**config.mk**
```make
export PLATFORM = sky130hd
export DESIGN_NAME = bspi_master
export DESIGN_NICKNAME = d
export VERILOG_FILES = /design/src/rtl/bspi_pkg.sv /design/src/rtl/bspi_regs.sv /design/src/rtl/bspi_clkdiv.sv /design/src/rtl/bspi_shifter.sv /design/src/rtl/bspi_csel.sv /design/src/rtl/bspi_master.sv
export SDC_FILE = /design/constraint.sdc
export NUM_CORES = 1
export LEC_CHECK = 0
export BUFFER_PORTS_ARGS = -buffer_cell sky130_fd_sc_hd__clkbuf_2
export CAP_MARGIN = 10
export CORE_MARGIN = 5
export CORE_UTILIZATION = 40
export DETAILED_ROUTE_END_ITERATION = 7
export HOLD_SLACK_MARGIN = 0.08
export SYNTH_ARGS = -nofsm -noshare
export SYNTH_HDL_FRONTEND = slang
export SYNTH_HIERARCHICAL = 1
export SYNTH_SLANG_ARGS = --single-unit
```
**constraint.sdc**
```tcl
create_clock -name clk -period 7.5 [get_ports clk]
set_input_delay 1.5 -clock clk [delete_from_list [all_inputs] [get_ports clk]]
set_output_delay 1.5 -clock clk [all_outputs]
set_load 0.01 [all_outputs]
```
**src/rtl/bspi_pkg.sv**
```systemverilog
package bspi_pkg;

    localparam int BYTE_W = 8;

    typedef enum logic [1:0] {
        ST_IDLE,
        ST_SCK_LO,
        ST_SCK_HI,
        ST_TAIL
    } bspi_state_e;

    typedef struct packed {
        logic       bus_en;
        logic       irq_en;
        logic       hold;
        logic       size16;
        logic [1:0] dev;
        logic [1:0] rate;
    } bspi_ctrl_t;

    localparam int CTRL_RATE_LSB = 0;
    localparam int CTRL_BUSY     = 7;
    localparam int CTRL_DEV_LSB  = 8;
    localparam int CTRL_SIZE     = 10;
    localparam int CTRL_HOLD     = 11;
    localparam int CTRL_IRQ      = 14;
    localparam int CTRL_EN       = 15;

    localparam logic [1:0] ADDR_CTRL = 2'd0;
    localparam logic [1:0] ADDR_DATA = 2'd2;

endpackage

```
**src/rtl/bspi_regs.sv**
```systemverilog
module bspi_regs
    import bspi_pkg::*;
(
    input  logic              clk,
    input  logic              rst_n,
    input  logic              wr,
    input  logic [1:0]        addr,
    input  logic [15:0]       wdata,
    input  logic              busy,
    input  logic [BYTE_W-1:0] rx_byte,
    output bspi_ctrl_t        ctrl,
    output logic [15:0]       rdata,
    output logic              go,
    output logic [BYTE_W-1:0] tx_byte
);

    logic ctrl_wr;

    assign ctrl_wr = wr && (addr == ADDR_CTRL) && !busy;
    assign go      = wr && (addr == ADDR_DATA) && !busy && ctrl.bus_en;
    assign tx_byte = wdata[BYTE_W-1:0];

    always_ff @(posedge clk or negedge rst_n) begin
        if (!rst_n) begin
            ctrl <= '0;
        end else if (ctrl_wr) begin
            ctrl.bus_en <= wdata[CTRL_EN];
            ctrl.irq_en <= wdata[CTRL_IRQ];
            ctrl.hold   <= wdata[CTRL_HOLD];
            ctrl.size16 <= wdata[CTRL_SIZE];
            ctrl.dev    <= wdata[CTRL_DEV_LSB +: 2];
            ctrl.rate   <= wdata[CTRL_RATE_LSB +: 2];
        end
    end

    always_comb begin
        rdata = '0;
        case (addr)
            ADDR_CTRL: begin
                rdata[CTRL_EN]             = ctrl.bus_en;
                rdata[CTRL_IRQ]            = ctrl.irq_en;
                rdata[CTRL_HOLD]           = ctrl.hold;
                rdata[CTRL_SIZE]           = ctrl.size16;
                rdata[CTRL_DEV_LSB +: 2]   = ctrl.dev;
                rdata[CTRL_BUSY]           = busy;
                rdata[CTRL_RATE_LSB +: 2]  = ctrl.rate;
            end
            ADDR_DATA: rdata[BYTE_W-1:0] = rx_byte;
            default:   rdata = '0;
        endcase
    end

    AST_CTRL_FROZEN_BUSY: assert property (@(posedge clk) disable iff (!rst_n)
        busy |=> $stable(ctrl));

endmodule

```
**src/rtl/bspi_clkdiv.sv**
```systemverilog
module bspi_clkdiv #(
    parameter int DIV_BASE = 4,
    parameter int RATE_W   = 2
) (
    input  logic              clk,
    input  logic              rst_n,
    input  logic              run,
    input  logic [RATE_W-1:0] rate,
    output logic              tick
);

    localparam int MAX_HALF = (DIV_BASE << ((1 << RATE_W) - 1)) / 2;
    localparam int CNT_W    = $clog2(MAX_HALF + 1);

    logic [CNT_W-1:0] cnt;
    logic [CNT_W:0]   half_len;

    always_comb begin
        half_len = (CNT_W+1)'(DIV_BASE / 2) << rate;
    end

    assign tick = run && ({1'b0, cnt} == (half_len - 1'b1));

    always_ff @(posedge clk or negedge rst_n) begin
        if (!rst_n) begin
            cnt <= '0;
        end else if (!run || tick) begin
            cnt <= '0;
        end else begin
            cnt <= cnt + 1'b1;
        end
    end

endmodule

```
**src/rtl/bspi_shifter.sv**
```systemverilog
module bspi_shifter
    import bspi_pkg::*;
#(
    parameter int DATA_W = BYTE_W
) (
    input  logic              clk,
    input  logic              rst_n,
    input  logic              go,
    input  logic [DATA_W-1:0] tx_byte,
    input  logic              tick,
    input  logic              miso,
    output logic              busy,
    output logic              sclk,
    output logic              mosi,
    output logic              done,
    output logic [DATA_W-1:0] rx_byte
);

    localparam int BIT_W = $clog2(DATA_W);

    bspi_state_e       state_q, state_d;
    logic [DATA_W-1:0] tx_sh, rx_sh;
    logic [BIT_W-1:0]  bit_cnt;

    always_ff @(posedge clk or negedge rst_n) begin
        if (!rst_n) state_q <= ST_IDLE;
        else        state_q <= state_d;
    end

    always_comb begin
        state_d = state_q;
        unique case (state_q)
            ST_IDLE:   if (go)   state_d = ST_SCK_LO;
            ST_SCK_LO: if (tick) state_d = ST_SCK_HI;
            ST_SCK_HI: if (tick) state_d = (bit_cnt == '0) ? ST_TAIL : ST_SCK_LO;
            ST_TAIL:   if (tick) state_d = ST_IDLE;
        endcase
    end

    always_comb begin
        busy = (state_q != ST_IDLE);
        sclk = (state_q == ST_SCK_HI);
        mosi = tx_sh[DATA_W-1];
        done = (state_q == ST_TAIL) && tick;
    end

    always_ff @(posedge clk or negedge rst_n) begin
        if (!rst_n) begin
            tx_sh   <= '0;
            rx_sh   <= '0;
            rx_byte <= '0;
            bit_cnt <= '0;
        end else begin
            if (state_q == ST_IDLE && go) begin
                tx_sh   <= tx_byte;
                bit_cnt <= BIT_W'(DATA_W - 1);
            end
            if (state_q == ST_SCK_LO && tick) begin
                rx_sh <= {rx_sh[DATA_W-2:0], miso};
            end
            if (state_q == ST_SCK_HI && tick && bit_cnt != '0) begin
                tx_sh   <= tx_sh << 1;
                bit_cnt <= bit_cnt - 1'b1;
            end
            if (done) begin
                rx_byte <= rx_sh;
            end
        end
    end

    AST_SCLK_IDLE_LOW: assert property (@(posedge clk) disable iff (!rst_n)
        !busy |-> !sclk);

    AST_MOSI_ON_FALL: assert property (@(posedge clk) disable iff (!rst_n)
        (busy && $past(busy) && !$fell(sclk)) |-> $stable(mosi));

endmodule

```
**src/rtl/bspi_csel.sv**
```systemverilog
module bspi_csel #(
    parameter int NUM_DEV = 3
) (
    input  logic               clk,
    input  logic               rst_n,
    input  logic               bus_en,
    input  logic [1:0]         dev,
    input  logic               hold,
    input  logic               busy,
    input  logic               done,
    output logic [NUM_DEV-1:0] cs_n
);

    logic held_q;

    always_ff @(posedge clk or negedge rst_n) begin
        if (!rst_n)      held_q <= 1'b0;
        else if (!bus_en) held_q <= 1'b0;
        else if (done)    held_q <= hold;
    end

    for (genvar i = 0; i < NUM_DEV; i++) begin : g_line
        assign cs_n[i] = !(bus_en && (dev == 2'(i)) && (busy || held_q));
    end

    AST_CS_ONEHOT: assert property (@(posedge clk) disable iff (!rst_n)
        $onehot0(~cs_n));

    AST_CS_OFF_DISABLED: assert property (@(posedge clk) disable iff (!rst_n)
        !bus_en |-> (&cs_n));

endmodule

```
**src/rtl/bspi_master.sv**
```systemverilog
module bspi_master
    import bspi_pkg::*;
#(
    parameter int DIV_BASE = 4,
    parameter int NUM_DEV  = 3
) (
    input  logic               clk,
    input  logic               rst_n,
    input  logic               reg_wr,
    input  logic [1:0]         reg_addr,
    input  logic [15:0]        reg_wdata,
    output logic [15:0]        reg_rdata,
    output logic               spi_sclk,
    output logic               spi_mosi,
    input  logic               spi_miso,
    output logic [NUM_DEV-1:0] spi_cs_n,
    output logic               busy,
    output logic               irq
);

    bspi_ctrl_t        ctrl;
    logic              go, tick, done;
    logic [BYTE_W-1:0] tx_byte, rx_byte;

    bspi_regs u_regs (
        .clk     (clk),
        .rst_n   (rst_n),
        .wr      (reg_wr),
        .addr    (reg_addr),
        .wdata   (reg_wdata),
        .busy    (busy),
        .rx_byte (rx_byte),
        .ctrl    (ctrl),
        .rdata   (reg_rdata),
        .go      (go),
        .tx_byte (tx_byte)
    );

    bspi_clkdiv #(.DIV_BASE(DIV_BASE), .RATE_W(2)) u_div (
        .clk   (clk),
        .rst_n (rst_n),
        .run   (busy),
        .rate  (ctrl.rate),
        .tick  (tick)
    );

    bspi_shifter #(.DATA_W(BYTE_W)) u_shift (
        .clk     (clk),
        .rst_n   (rst_n),
        .go      (go),
        .tx_byte (tx_byte),
        .tick    (tick),
        .miso    (spi_miso),
        .busy    (busy),
        .sclk    (spi_sclk),
        .mosi    (spi_mosi),
        .done    (done),
        .rx_byte (rx_byte)
    );

    bspi_csel #(.NUM_DEV(NUM_DEV)) u_csel (
        .clk    (clk),
        .rst_n  (rst_n),
        .bus_en (ctrl.bus_en),
        .dev    (ctrl.dev),
        .hold   (ctrl.hold),
        .busy   (busy),
        .done   (done),
        .cs_n   (spi_cs_n)
    );

    always_ff @(posedge clk or negedge rst_n) begin
        if (!rst_n) irq <= 1'b0;
        else        irq <= done && ctrl.irq_en;
    end

    AST_IRQ_AT_END: assert property (@(posedge clk) disable iff (!rst_n)
        irq |-> ($fell(busy) && ctrl.irq_en));

    AST_IRQ_GIVEN: assert property (@(posedge clk) disable iff (!rst_n)
        ($fell(busy) && ctrl.irq_en) |-> irq);

endmodule

```
==> metrics.yaml <==
dr.pass1.iters: 4
worst_setup_path_end_kind: "primary output"
hold_viol_final: 0
fin_crit_sh: 0.526
crit_chain: "clkbuf_2 > nor2b_1 > and2_1 > clkbuf_2"
cts-hold-fix-buffers: 0
grt_pass1_vias: 1425
drc: 0
synth_ff_type: "dfrtp_1"
power_density_mw_per_mm2: 310
startpoint_type: "input port"
wl_um: 3910
status: "complete, no violations"
setup_slack_ns: 3.56
syn_inst: 182
viasPerCell: 4.76
vias: 1377
crit_path_frequent_cell: "clkbuf_2"
max_cap_violations: 0
path_clk_slew_ns: 0.08
critPathSlowestCell: "nor2b_1"
design.die.area_mm2: 0.00739
synthArstFlopShare: 1.00
clk_latency_ns: 0.29
cp_slowest_stage_delay_ns: 0.43
max_clock_freq_mhz: 254
io_buffer_count: 40
antenna_left: 0
criticalPathCategory: "input port to primary output"
synth_area_mm2: 0.00231
start_util: 0.416
htreeDepth: 2
grt_first_pass_wirelength_um: 6840
period_minus_slack_ns: 3.94
cts_tree: "built"
post_cts_resized: 0
mostFrequentLayoutCell: "dfrtp_1"
placed_area_mm2: 0.00248
p_leak_nw: 1.29
globalplace.congestion: 0.720
syn_avg_cell_area_um2: 12.7
ios: 45
setup-tns-final_ns: 0
ys_seq_elements: 44
tightestPinTransition_ns: 0.675
finalClockSkew_ns: 0.00941
root_buffer: "clkbuf_8"
clock-sinks: 44
synth.distinct_cells: 38
area_growth_pct: 12.3
yosysWarnings: 6
die_w_um: 85.9
irDropWorstVdd_mv: 0.114
slew_viol_final: 0
dpl.cell_count: 281
final_util: 0.468
antenna_found_initial: 0
pre_cts_ws_ns: 3.54
cp.arrival_ns: 2.44
mostFrequentLayoutCells: "dfrtp_1, clkbuf_2, mux2_2"
cp_max_fo: 6
fin_cells: 289
fin_area_mm2: 0.00259
critPathTopFamily: "simple AND/OR/NAND/NOR gates"
row_count: 27
nNetsFinal: 242
grt_max_degree: 45
worstHoldPathType: "register to register"
grt_usage: 0.118
seq_area_frac_synth: 0.477
fp.dieH_um: 85.9
synth-edff-count: 0
cp.buffers_inverters: 2
timing.slew.headroom: 0.549
core_area_mm2: 0.00554
rsz0062_at_grt: "no"
drive_gt1_frac: 0.433
drtIter0Drc: 79
post_cts_buffers: 0
cts_buffers: 5
setup_viol_count_final: 0
antennaDiodeCount: 0
clock_path_buffers: 2
dp_hpwl_um: 2880
wl_per_cell_um: 13.5
required_ns: 6.00
overflow: 0
-- path summary, 6_finish.rpt --
| check | from | end | slack, ns | depth (start not counted) |
|---|---|---|---|---|
| worst min register to register | u_shift/bit_cnt[0] | u_shift/bit_cnt[0] | 0.48 | 1 |
| worst max-delay path | reg_addr[1] | reg_rdata[6] | 3.56 | 4 |
| worst min-delay path | u_shift/bit_cnt[0] | u_shift/bit_cnt[0] | 0.48 | 1 |
| min in group asynchronous | rst_n | u_regs/ctrl[7] | 1.27 | 2 |
| worst max register to register | u_regs/ctrl[1] | u_csel/held_q | 4.47 | 9 |
| max in group asynchronous | rst_n | u_div/cnt[1] | 5.85 | 2 |
-- per-layer routing --
metal  wire length, um  part of all wire  GRT usage  up-vias
met5                 0                 0          0        -
met2              1850              0.47      0.186       23
met3               201             0.051     0.0384        5
met4                68             0.017     0.0518        0
li1                  -                 -          -      688
met1              1800              0.46      0.146      661
-- synthesized netlist by cell type (2+ instances only) --
library cell  instances  area, um^2
a21oi_1               3        15.0
nand3b_1              2        15.0
a211oi_1              4        30.0
buf_6                 4        45.0
mux2_4                7         105
nor2_1                8        30.0
nand2b_1              3        18.8
and2_1               12        75.1
xnor2_1               3        26.3
nor2b_1               4        25.0
buf_4                10        75.1
mux2i_1               7        70.1
xor2_1                2        17.5
mux2_2               31         349
ha_1                  4        50.1
inv_1                 7        26.3
nand3_1               6        30.0
or2_2                 2        12.5
dfrtp_1              44        1100
-- cell families after synthesis --
group	synth area share
DFF	0.477
other	0.00163
adders and majority gates	0.0217
xor gates and xnor gates	0.0190
muxes	0.227
AOI/OAI and AO/OA	0.0542
and+or+nand+nor	0.133
buffers and inverters	0.0656
-- worst reg2reg max path, cell delays in order (launching register included) --
cell and delay, ns:
dfrtp_1 0.45, or2_2 0.34, ha_1 0.31, xnor2_1 0.16, a2111oi_4 0.33, and3_1 0.43
nand3_1 0.45, inv_1 0.21, mux2i_1 0.20, nor2b_1 0.06
-- flip-flops by register name (all words and copies together), names as in the netlist --
name / count
u_shift/tx_sh: 8
u_shift/state_q: 2
u_div/cnt: 5
u_shift/rx_sh: 8
irq: 1
u_regs/ctrl: 8
u_shift/rx_byte: 8
u_csel/held_q: 1
u_shift/bit_cnt: 3
-- stage by stage --
stage / hold WS (ns) / power (mW)
after floorplan: 0.446 / 0.581
after global placement: 0.464 / 0.633
after detailed placement: 0.476 / 0.639
after CTS: 0.487 / 0.819
after global routing: 0.521 / 0.869
final: 0.480 / 0.804
-- power breakdown --
part	switching, mW	leakage, nW	internal, mW
Sequential	0.0591	0.566	0.305
Combinational	0.121	0.673	0.144
Clock	0.0766	0.0552	0.0988
-- final cells by class --
type,instances,area (um^2)
Sequential cell,44,1100
Timing Repair Buffer,41,208
Fill cell,538,2950
Clock inverter,2,35.0
Multi-Input combinational cell,117,1060
Inverter,7,26.3
Clock buffer,6,72.6
Tap cell,72,90.1
Note: power is estimated with default switching activity, not from simulation.
